[src/rtl/sbuf_pkg.sv]
package sbuf_pkg;
    // default geometry of the write buffer
    localparam int unsigned SB_DEPTH  = 8;
    localparam int unsigned SB_ADDR_W = 16;
    localparam int unsigned SB_DATA_W = 32;
endpackage

[src/rtl/sb_slot_pick.sv]
// Picks the lowest-indexed free slot as a one-hot mask.
module sb_slot_pick #(
    parameter int unsigned N = 8
) (
    input  logic [N-1:0] free_i,
    output logic         found_o,
    output logic [N-1:0] slot_oh_o
);
    assign slot_oh_o = free_i & (~free_i + 1'b1);
    assign found_o   = |free_i;
endmodule

[src/rtl/sb_fwd.sv]
// Per-byte forwarding: each byte comes from the youngest matching entry.
module sb_fwd #(
    parameter int unsigned DEPTH  = 8,
    parameter int unsigned ADDR_W = 16,
    parameter int unsigned DATA_W = 32
) (
    input  logic [DEPTH-1:0]                  vld_i,
    input  logic [DEPTH-1:0][ADDR_W-1:0]      addr_i,
    input  logic [DEPTH-1:0][DATA_W-1:0]      data_i,
    input  logic [DEPTH-1:0][DATA_W/8-1:0]    be_i,
    input  logic [DEPTH-1:0][DEPTH-1:0]       older_i,   // [i][j]: j is older than i
    input  logic [ADDR_W-1:0]                 ld_addr_i,
    output logic [DATA_W/8-1:0]               ld_be_o,
    output logic [DATA_W-1:0]                 ld_data_o
);
    localparam int unsigned BE_W = DATA_W / 8;

    for (genvar b = 0; b < BE_W; b++) begin : g_byte
        logic [7:0] byte_v;
        logic       hit_v;
        always_comb begin
            logic [DEPTH-1:0] cand;
            logic             keep;
            for (int i = 0; i < DEPTH; i++) begin
                cand[i] = vld_i[i] && (addr_i[i] == ld_addr_i) && be_i[i][b];
            end
            byte_v = '0;
            hit_v  = 1'b0;
            for (int i = 0; i < DEPTH; i++) begin
                keep = cand[i];
                // drop i if a younger candidate exists
                for (int j = 0; j < DEPTH; j++) begin
                    if (cand[j] && older_i[j][i]) keep = 1'b0;
                end
                if (keep) begin
                    byte_v = byte_v | data_i[i][b*8 +: 8];
                    hit_v  = 1'b1;
                end
            end
        end
        assign ld_data_o[b*8 +: 8] = byte_v;
        assign ld_be_o[b]          = hit_v;
    end
endmodule

[src/rtl/sb_drain_sel.sv]
// Chooses the oldest entry allowed to drain this cycle.
module sb_drain_sel #(
    parameter int unsigned DEPTH  = 8,
    parameter int unsigned ADDR_W = 16,
    parameter int unsigned EP_W   = 4
) (
    input  logic [DEPTH-1:0]             vld_i,
    input  logic [DEPTH-1:0]             gnt_i,
    input  logic [DEPTH-1:0][ADDR_W-1:0] addr_i,
    input  logic [DEPTH-1:0][EP_W-1:0]   ep_i,
    input  logic [DEPTH-1:0][DEPTH-1:0]  older_i,
    output logic [DEPTH-1:0]             sel_o,
    output logic                         any_o
);
    logic [DEPTH-1:0] head;
    logic [DEPTH-1:0] elig;
    logic [EP_W-1:0]  oldest_ep;

    for (genvar i = 0; i < DEPTH; i++) begin : g_head
        assign head[i] = vld_i[i] & ~|(older_i[i] & vld_i);
    end

    always_comb begin
        oldest_ep = '0;
        for (int i = 0; i < DEPTH; i++) begin
            if (head[i]) oldest_ep = oldest_ep | ep_i[i];
        end
    end

    for (genvar i = 0; i < DEPTH; i++) begin : g_elig
        logic [DEPTH-1:0] same_addr;
        for (genvar j = 0; j < DEPTH; j++) begin : g_cmp
            assign same_addr[j] = (addr_i[i] == addr_i[j]);
        end
        logic blocked;
        assign blocked = |(older_i[i] & vld_i & same_addr);
        assign elig[i] = vld_i[i] & gnt_i[i] & (ep_i[i] == oldest_ep) & ~blocked;
    end

    for (genvar i = 0; i < DEPTH; i++) begin : g_sel
        assign sel_o[i] = elig[i] & ~|(older_i[i] & elig);
    end

    assign any_o = |elig;
endmodule

[src/rtl/store_buffer.sv]
module store_buffer
    import sbuf_pkg::*;
#(
    parameter int unsigned DEPTH  = SB_DEPTH,
    parameter int unsigned ADDR_W = SB_ADDR_W,
    parameter int unsigned DATA_W = SB_DATA_W
) (
    input  logic                clk,
    input  logic                rst_n,
    input  logic                st_valid_i,
    input  logic [ADDR_W-1:0]   st_addr_i,
    input  logic [DATA_W-1:0]   st_data_i,
    input  logic [DATA_W/8-1:0] st_be_i,
    output logic                st_ready_o,
    input  logic                sbar_i,
    input  logic                fence_req_i,
    output logic                fence_stall_o,
    input  logic                gnt_valid_i,
    input  logic [ADDR_W-1:0]   gnt_addr_i,
    input  logic [ADDR_W-1:0]   ld_addr_i,
    output logic [DATA_W/8-1:0] ld_hit_be_o,
    output logic [DATA_W-1:0]   ld_data_o,
    output logic                dr_valid_o,
    output logic [ADDR_W-1:0]   dr_addr_o,
    output logic [DATA_W-1:0]   dr_data_o,
    output logic [DATA_W/8-1:0] dr_be_o,
    output logic                empty_o
);
    localparam int unsigned BE_W = DATA_W / 8;
    // live epochs never exceed DEPTH, so twice that range cannot alias
    localparam int unsigned EP_W = $clog2(DEPTH) + 1;

    typedef struct packed {
        logic [DEPTH-1:0]             vld;
        logic [DEPTH-1:0]             gnt;
        logic [DEPTH-1:0][ADDR_W-1:0] addr;
        logic [DEPTH-1:0][DATA_W-1:0] data;
        logic [DEPTH-1:0][BE_W-1:0]   be;
        logic [DEPTH-1:0][EP_W-1:0]   ep;
        logic [DEPTH-1:0][DEPTH-1:0]  older;
        logic [EP_W-1:0]              cur_ep;
        logic                         open_ep;  // a store carries cur_ep
    } sb_state_t;

    sb_state_t q, d;

    logic             slot_found;
    logic [DEPTH-1:0] slot_oh;
    logic [DEPTH-1:0] dr_sel;
    logic             dr_any;
    logic             accept;
    logic             bar_fire;
    logic [EP_W-1:0]  ep_n;

    sb_slot_pick #(.N(DEPTH)) u_pick (
        .free_i    (~q.vld),
        .found_o   (slot_found),
        .slot_oh_o (slot_oh)
    );

    sb_drain_sel #(.DEPTH(DEPTH), .ADDR_W(ADDR_W), .EP_W(EP_W)) u_drain (
        .vld_i   (q.vld),
        .gnt_i   (q.gnt),
        .addr_i  (q.addr),
        .ep_i    (q.ep),
        .older_i (q.older),
        .sel_o   (dr_sel),
        .any_o   (dr_any)
    );

    sb_fwd #(.DEPTH(DEPTH), .ADDR_W(ADDR_W), .DATA_W(DATA_W)) u_fwd (
        .vld_i     (q.vld),
        .addr_i    (q.addr),
        .data_i    (q.data),
        .be_i      (q.be),
        .older_i   (q.older),
        .ld_addr_i (ld_addr_i),
        .ld_be_o   (ld_hit_be_o),
        .ld_data_o (ld_data_o)
    );

    assign empty_o       = ~|q.vld;
    assign fence_stall_o = fence_req_i & ~empty_o;
    assign st_ready_o    = slot_found & ~fence_stall_o;
    assign accept        = st_valid_i & st_ready_o;
    assign dr_valid_o    = dr_any;

    always_comb begin
        dr_addr_o = '0;
        dr_data_o = '0;
        dr_be_o   = '0;
        for (int i = 0; i < DEPTH; i++) begin
            if (dr_sel[i]) begin
                dr_addr_o = dr_addr_o | q.addr[i];
                dr_data_o = dr_data_o | q.data[i];
                dr_be_o   = dr_be_o   | q.be[i];
            end
        end
    end

    always_comb begin
        d        = q;
        bar_fire = sbar_i & q.open_ep;
        ep_n     = bar_fire ? q.cur_ep + 1'b1 : q.cur_ep;
        d.cur_ep = ep_n;
        if (bar_fire) d.open_ep = 1'b0;

        for (int i = 0; i < DEPTH; i++) begin
            if (dr_sel[i]) d.vld[i] = 1'b0;
            if (gnt_valid_i && q.vld[i] && (q.addr[i] == gnt_addr_i)) d.gnt[i] = 1'b1;
        end

        if (accept) begin
            d.open_ep = 1'b1;
            for (int i = 0; i < DEPTH; i++) begin
                if (slot_oh[i]) begin
                    d.vld[i]   = 1'b1;
                    d.gnt[i]   = 1'b0;
                    d.addr[i]  = st_addr_i;
                    d.data[i]  = st_data_i;
                    d.be[i]    = st_be_i;
                    d.ep[i]    = ep_n;
                    d.older[i] = q.vld & ~dr_sel;
                end else begin
                    d.older[i] = q.older[i] & ~slot_oh;
                end
            end
        end
    end

    always_ff @(posedge clk) begin
        if (!rst_n) q <= '0;
        else        q <= d;
    end

    // a taken store without a drain adds one entry
    a_r1_accept_grows: assert property (@(posedge clk) disable iff (!rst_n)
        (st_valid_i && st_ready_o && !dr_valid_o)
        |=> ($countones(q.vld) == $past($countones(q.vld)) + 1));

    // a refused store leaves the occupancy unchanged
    a_r6_refused_holds: assert property (@(posedge clk) disable iff (!rst_n)
        (st_valid_i && !st_ready_o && !dr_valid_o)
        |=> ($countones(q.vld) == $past($countones(q.vld))));

    // at most one entry leaves per cycle, and only a granted one
    a_r2_one_drain: assert property (@(posedge clk) disable iff (!rst_n)
        $onehot0(dr_sel));
    a_r2_drain_granted: assert property (@(posedge clk) disable iff (!rst_n)
        dr_valid_o |-> ((dr_sel & q.gnt) == dr_sel));

    // an empty buffer neither drains nor forwards
    a_r10_empty_quiet: assert property (@(posedge clk) disable iff (!rst_n)
        empty_o |-> (!dr_valid_o && (ld_hit_be_o == '0)));

    // a grant mark stays until the entry leaves
    for (genvar i = 0; i < DEPTH; i++) begin : g_chk
        a_r3_gnt_sticky: assert property (@(posedge clk) disable iff (!rst_n)
            (q.vld[i] && q.gnt[i]) |=> (!q.vld[i] || q.gnt[i]));
    end
endmodule

[config.mk]
export PLATFORM = sky130hd
export DESIGN_NAME = store_buffer
export DESIGN_NICKNAME = d
export VERILOG_FILES = /design/src/rtl/sbuf_pkg.sv /design/src/rtl/sb_slot_pick.sv /design/src/rtl/sb_fwd.sv /design/src/rtl/sb_drain_sel.sv /design/src/rtl/store_buffer.sv
export SDC_FILE = /design/constraint.sdc
export NUM_CORES = 2
export LEC_CHECK = 0
export BUFFER_PORTS_ARGS = -buffer_cell sky130_fd_sc_hd__buf_2
export CAP_MARGIN = 20
export CELL_PAD_IN_SITES_DETAIL_PLACEMENT = 1
export CELL_PAD_IN_SITES_GLOBAL_PLACEMENT = 1
export CORE_UTILIZATION = 48
export CTS_BUF_LIST = sky130_fd_sc_hd__clkbuf_4
export CTS_CLUSTER_SIZE = 8
export DETAILED_ROUTE_END_ITERATION = 10
export PLACE_DENSITY_LB_ADDON = 0.2
export SLEW_MARGIN = 10
export SYNTH_ARGS = -nofsm -noshare
export SYNTH_HDL_FRONTEND = slang
export SYNTH_SLANG_ARGS = --single-unit
export TNS_END_PERCENT = 5
[constraint.sdc]
create_clock -name clk -period 3.73 [get_ports clk]
set_input_delay 0.1865 -clock clk [delete_from_list [all_inputs] [get_ports clk]]
set_output_delay 0.1865 -clock clk [all_outputs]
set_load 0.02 [all_outputs]
==> reports/results.txt, run 1 <==
status: did not finish
Stop stage: global routing
First Err: [ERROR GRT-0232] Routing congestion too high. Check the congestion heatmap in the GUI.
Die W: 274.9 um
DP HPWL: 146400 um
largest net degree at the start of global routing: 170
RePlAce Congestion: 1.155
Worst End Pin Type: output port
top post-synthesis cells by count: nand2_1, dfxtp_1, xor2_1
Post-synth EDFFs: 0
synthesized flop and latch total: 533
Place WS: -1.221 ns
top cells by area, synth: dfxtp_1, xor2_1, nand2_1, a21boi_0, a22oi_1
CTS Buf Count: 151
Primary FF master, synth: dfxtp_1
ys async rst share: 0%
boundary pin count: 182
library cells used by synthesis: 65
dpl cell area: 43580 um2
top-count cell post-synth: nand2_1
Avg Inst Size Synth: 7.880 um2
Yosys Warn Count: 0
port bufs: 181
Rows: 99
Die H: 274.9 um
GRT worst endpoint: dr_addr_o[8]
sequential fraction of the synthesis area: 29.84%
htree depth: 4
Synth top area share: 29.84%
grt ovf: 699
Num Clock Sinks: 533
Mapped Cells: 4538
initial core utilization: 48.76%
Yosys top cell by area: dfxtp_1
Root Driver: clkbuf_4
syn_nets: 4629
Bufs on Longest Clock Path: 3
post-synthesis cell area: 35760 um2
initial antenna violation count: 37
GRT Overall Usage: 88.27%
-- cells by family after synthesis --
| logic type | count (synthesis) | synth area share [%] |
|---|---|---|
| fa+ha+maj | 1 | 0.03498 |
| compound gates | 1069 | 22.75 |
| buf+inv | 514 | 7.145 |
| mux | 1 | 0.03149 |
| xor+xnor | 728 | 17.85 |
| simple gates | 1692 | 22.35 |
| flops | 533 | 29.84 |
-- metrics by stage --
step	util [%]	std cells
floorplan	-	4538
global placement	59.41	6013
detailed placement	59.43	6014
CTS	67.33	6462
-- repair_timing --
item / CTS
resized for setup: 435
pin swaps: 107
endpoints found under the hold margin: 533
setup buffers: 53
hold buffers: 135
gates cloned: 5
setup endpoints to repair: 153
-- routing by layer --
metal,overflow,track usage (%)
met4,258,90.54
met3,31,79.24
met1,28,87.33
met5,3,54.20
met2,379,98.82
==> inputs of run 2 (changes only) <==
--- a/config.mk
+++ b/config.mk
@@ -7,13 +7,9 @@
 export LEC_CHECK = 0
 export BUFFER_PORTS_ARGS = -buffer_cell sky130_fd_sc_hd__buf_2
 export CAP_MARGIN = 20
-export CELL_PAD_IN_SITES_DETAIL_PLACEMENT = 1
-export CELL_PAD_IN_SITES_GLOBAL_PLACEMENT = 1
-export CORE_UTILIZATION = 48
-export CTS_BUF_LIST = sky130_fd_sc_hd__clkbuf_4
-export CTS_CLUSTER_SIZE = 8
+export CORE_UTILIZATION = 40
 export DETAILED_ROUTE_END_ITERATION = 10
-export PLACE_DENSITY_LB_ADDON = 0.2
+export PLACE_DENSITY_LB_ADDON = 0.15
 export SLEW_MARGIN = 10
 export SYNTH_ARGS = -nofsm -noshare
 export SYNTH_HDL_FRONTEND = slang
==> reports/results.txt, run 2 <==
Cells after DPL: 6295
Post-synth EDFFs: 0
Worst Hold Class: in -> reg
die area: 90600 um2
Die H: 301.0 um
clock transition at the registers of the reported paths: 0.06 ns
first-pass GRT wire length: 293200 um
RePlAce Congestion: 1.060
synthesized flop and latch total: 533
Clock power frac: 45.0%
Detailed Route WL: 210400 um
DP HPWL: 151700 um
Final ANT Viol Nets: 0
Synth top area share: 29.84%
DR vias/cell: 6.185
Yosys top cell by area: dfxtp_1
Mapped Cells: 4538
top cells by area, synth: dfxtp_1, xor2_1, nand2_1, a21boi_0, a22oi_1
Setup crit start kind: flip-flop
Num Clock Sinks: 533
internal power: 10.22 mW
max reg flops: 525
Die W: 301.0 um
Gate power share: 14.2%
Rows: 109
Root Driver: clkbuf_16
pwr dens: 285.8 nW/um2
CTS tree: built
maximum vdd drop: 0.0003425 V
status: finished with violations
Layout Cells excl Fill: 6531
Flop pwr share: 40.8%
final core utilization: 56.77%
Bufs on Longest Clock Path: 3
RSZ-0062 raised after global routing: true
DR DRC count: 24
Switching Power: 4.140 mW
top post-synthesis cells by count: nand2_1, dfxtp_1, xor2_1
Avg WL per Cell: 32.22 um
hold slack: 0.1324 ns
met1 Usage GRT: 61.88%
worst endpoint required time: 3.54 ns
Nets: 5406
library cells used by synthesis: 65
post-synthesis cell area: 35760 um2
Hold Path Stages: 2
Top reg by flops: q
layout cell share with drive strength beyond 1: 30.28%
met3 global-route usage: 9.957%
port bufs: 181
clk_skew: 0.02390 ns
CP Capture Type: output pin
post-route setup TNS: -85.36 ns
Skew-Pair Late Insertion Delay: 0.65 ns
most frequent cells in the layout: nand2_1, buf_4, dfxtp_1
LEAKAGE: 21.33 nW
final setup margin: -1.148 ns
Sw Ratio: 28.83%
Area Overhead vs Synth: 40.51%
grt ovf: 0
routed via count: 40393
ys async rst share: 0%
Largest regs: q (525)
largest net degree at the start of global routing: 153
Slew Limit Headroom: 31.56%
r2r worst-path depth: 16
GRT Overall Usage: 45.13%
crit-path max FO: 6
Primary FF master, synth: dfxtp_1
critical path arrival: 4.69 ns
Avg Inst Size Synth: 7.880 um2
CTS Buf Count: 66
syn_nets: 4629
Placeable Area: 88510 um2
htree depth: 3
Pre-Repair DR Iteration Count: 9
Hold Violations, Final: 0
top-count cell post-synth: nand2_1
sequential fraction of the synthesis area: 29.84%
number of global-route vias before repair: 38294
Setup violations, final: 120
Initial DRC Count: 5397
# fillers: 8358
Yosys Warn Count: 0
dpl cell area: 44540 um2
design area: 50250 um2
Tightest Pin Transition: 1.018 ns
met2 Track Usage GR: 66.40%
GRT busiest layer: met2
most common cell after layout, fill and taps aside: nand2_1
max-cap violations: 0
Final period util: 130.8%
boundary pin count: 182
failing checks: design-rule violations, negative setup slack
fin crit period: 4.878 ns
fmax: 205.0 MHz
Max Slew Vio Count: 0
initial core utilization: 40.40%
kind of critical path: reg -> out
initial antenna violation count: 9
run 2: cell counts after synthesis:
No cell type changed its count.
run 2: through the flow:
stage	setup slack, ns	power (mW)
floorplan	0.1895	6.853
global route	-1.148	14.68
global placement	-1.430	7.758
CTS	-1.132	14.30
detailed placement	-1.284	7.759
finish	-1.148	14.36
run 2: power groups by stage:
stage,logic [mW],registers [mW],clock network (mW)
detailed placement,1.78,5.98,0
CTS,1.92,5.86,6.52
finish,2.03,5.86,6.46
global route,2.07,5.87,6.74
floorplan,0.903,5.95,0
global placement,1.77,5.98,0
run 2: critical path: stages (launching register included):
cell,delay (ns)
dfxtp_1,0.35
buf_12,0.14
buf_4,0.20
xor2_1,0.20
nor4_2,0.09
nand4_1,0.24
o22ai_2,0.13
nor4_4,0.39
buf_4,0.18
nand3_2,0.09
or4_4,0.43
a2111o_1,0.45
nor3_4,0.19
buf_12,0.17
buf_16,0.19
buf_12,0.15
a22oi_2,0.07
nand4_1,0.19
buf_6,0.15
run 2: repair_timing:
| action | 4_1_cts | 5_1_grt |
|---|---|---|
| pin swaps | 58 | 85 |
| setup buffers | 39 | 27 |
| setup endpoints to repair | 153 | 153 |
| endpoints found under the hold margin | 413 | 0 |
| resized for setup | 291 | 243 |
| cloned | 4 | 2 |
| hold buffers | 53 | 0 |
run 2: per-layer routing:
metal | routed length (um) | vias to the layer above | share of wire (%)
met3 | 24030 | 644 | 11
met5 | 75 | - | 0.036
met2 | 87910 | 2755 | 42
li1 | - | 17317 | -
met1 | 86670 | 19665 | 41
met4 | 11760 | 12 | 5.6
run 2: layout make-up:
| cell class | instances | area [um2] | area share (%) |
|---|---|---|---|
| flip-flops and latches | 533 | 10790 | 21.48 |
| diodes | 3 | 7.507 | 0.01494 |
| inverters | 14 | 52.55 | 0.1046 |
| multi-input cells | 3491 | 24460 | 48.68 |
| clock inverters | 20 | 210.2 | 0.4183 |
| repair buffers | 1209 | 11390 | 22.66 |
| well taps | 1165 | 1458 | 2.901 |
| clock buffers | 96 | 1877 | 3.735 |
run 2: worst paths after layout:
kind	end	startpoint	slack, ns
setup / recovery	dr_data_o[26]	q[462]	-1.15
setup reg to reg	q[67]	q[472]	-0.21
hold / removal	q[467]	rst_n	0.13
hold reg to reg	q[226]	q[226]	0.48
run 2: kinds of logic (layout without fill, tap and decap cells):
| group | Yosys count | count (layout) | share of synthesized area [%] |
|---|---|---|---|
| simple gates | 1692 | 1692 | 22.35 |
| compound gates | 1069 | 1069 | 22.75 |
| xor+xnor | 728 | 728 | 17.85 |
| flops | 533 | 533 | 29.84 |
| buf+inv | 514 | 1339 | 7.145 |
| fa+ha+maj | 1 | 1 | 0.03498 |
| mux | 1 | 1 | 0.03149 |
| other cells | 0 | 3 | 0 |
Power figures use the tool's default switching activity.
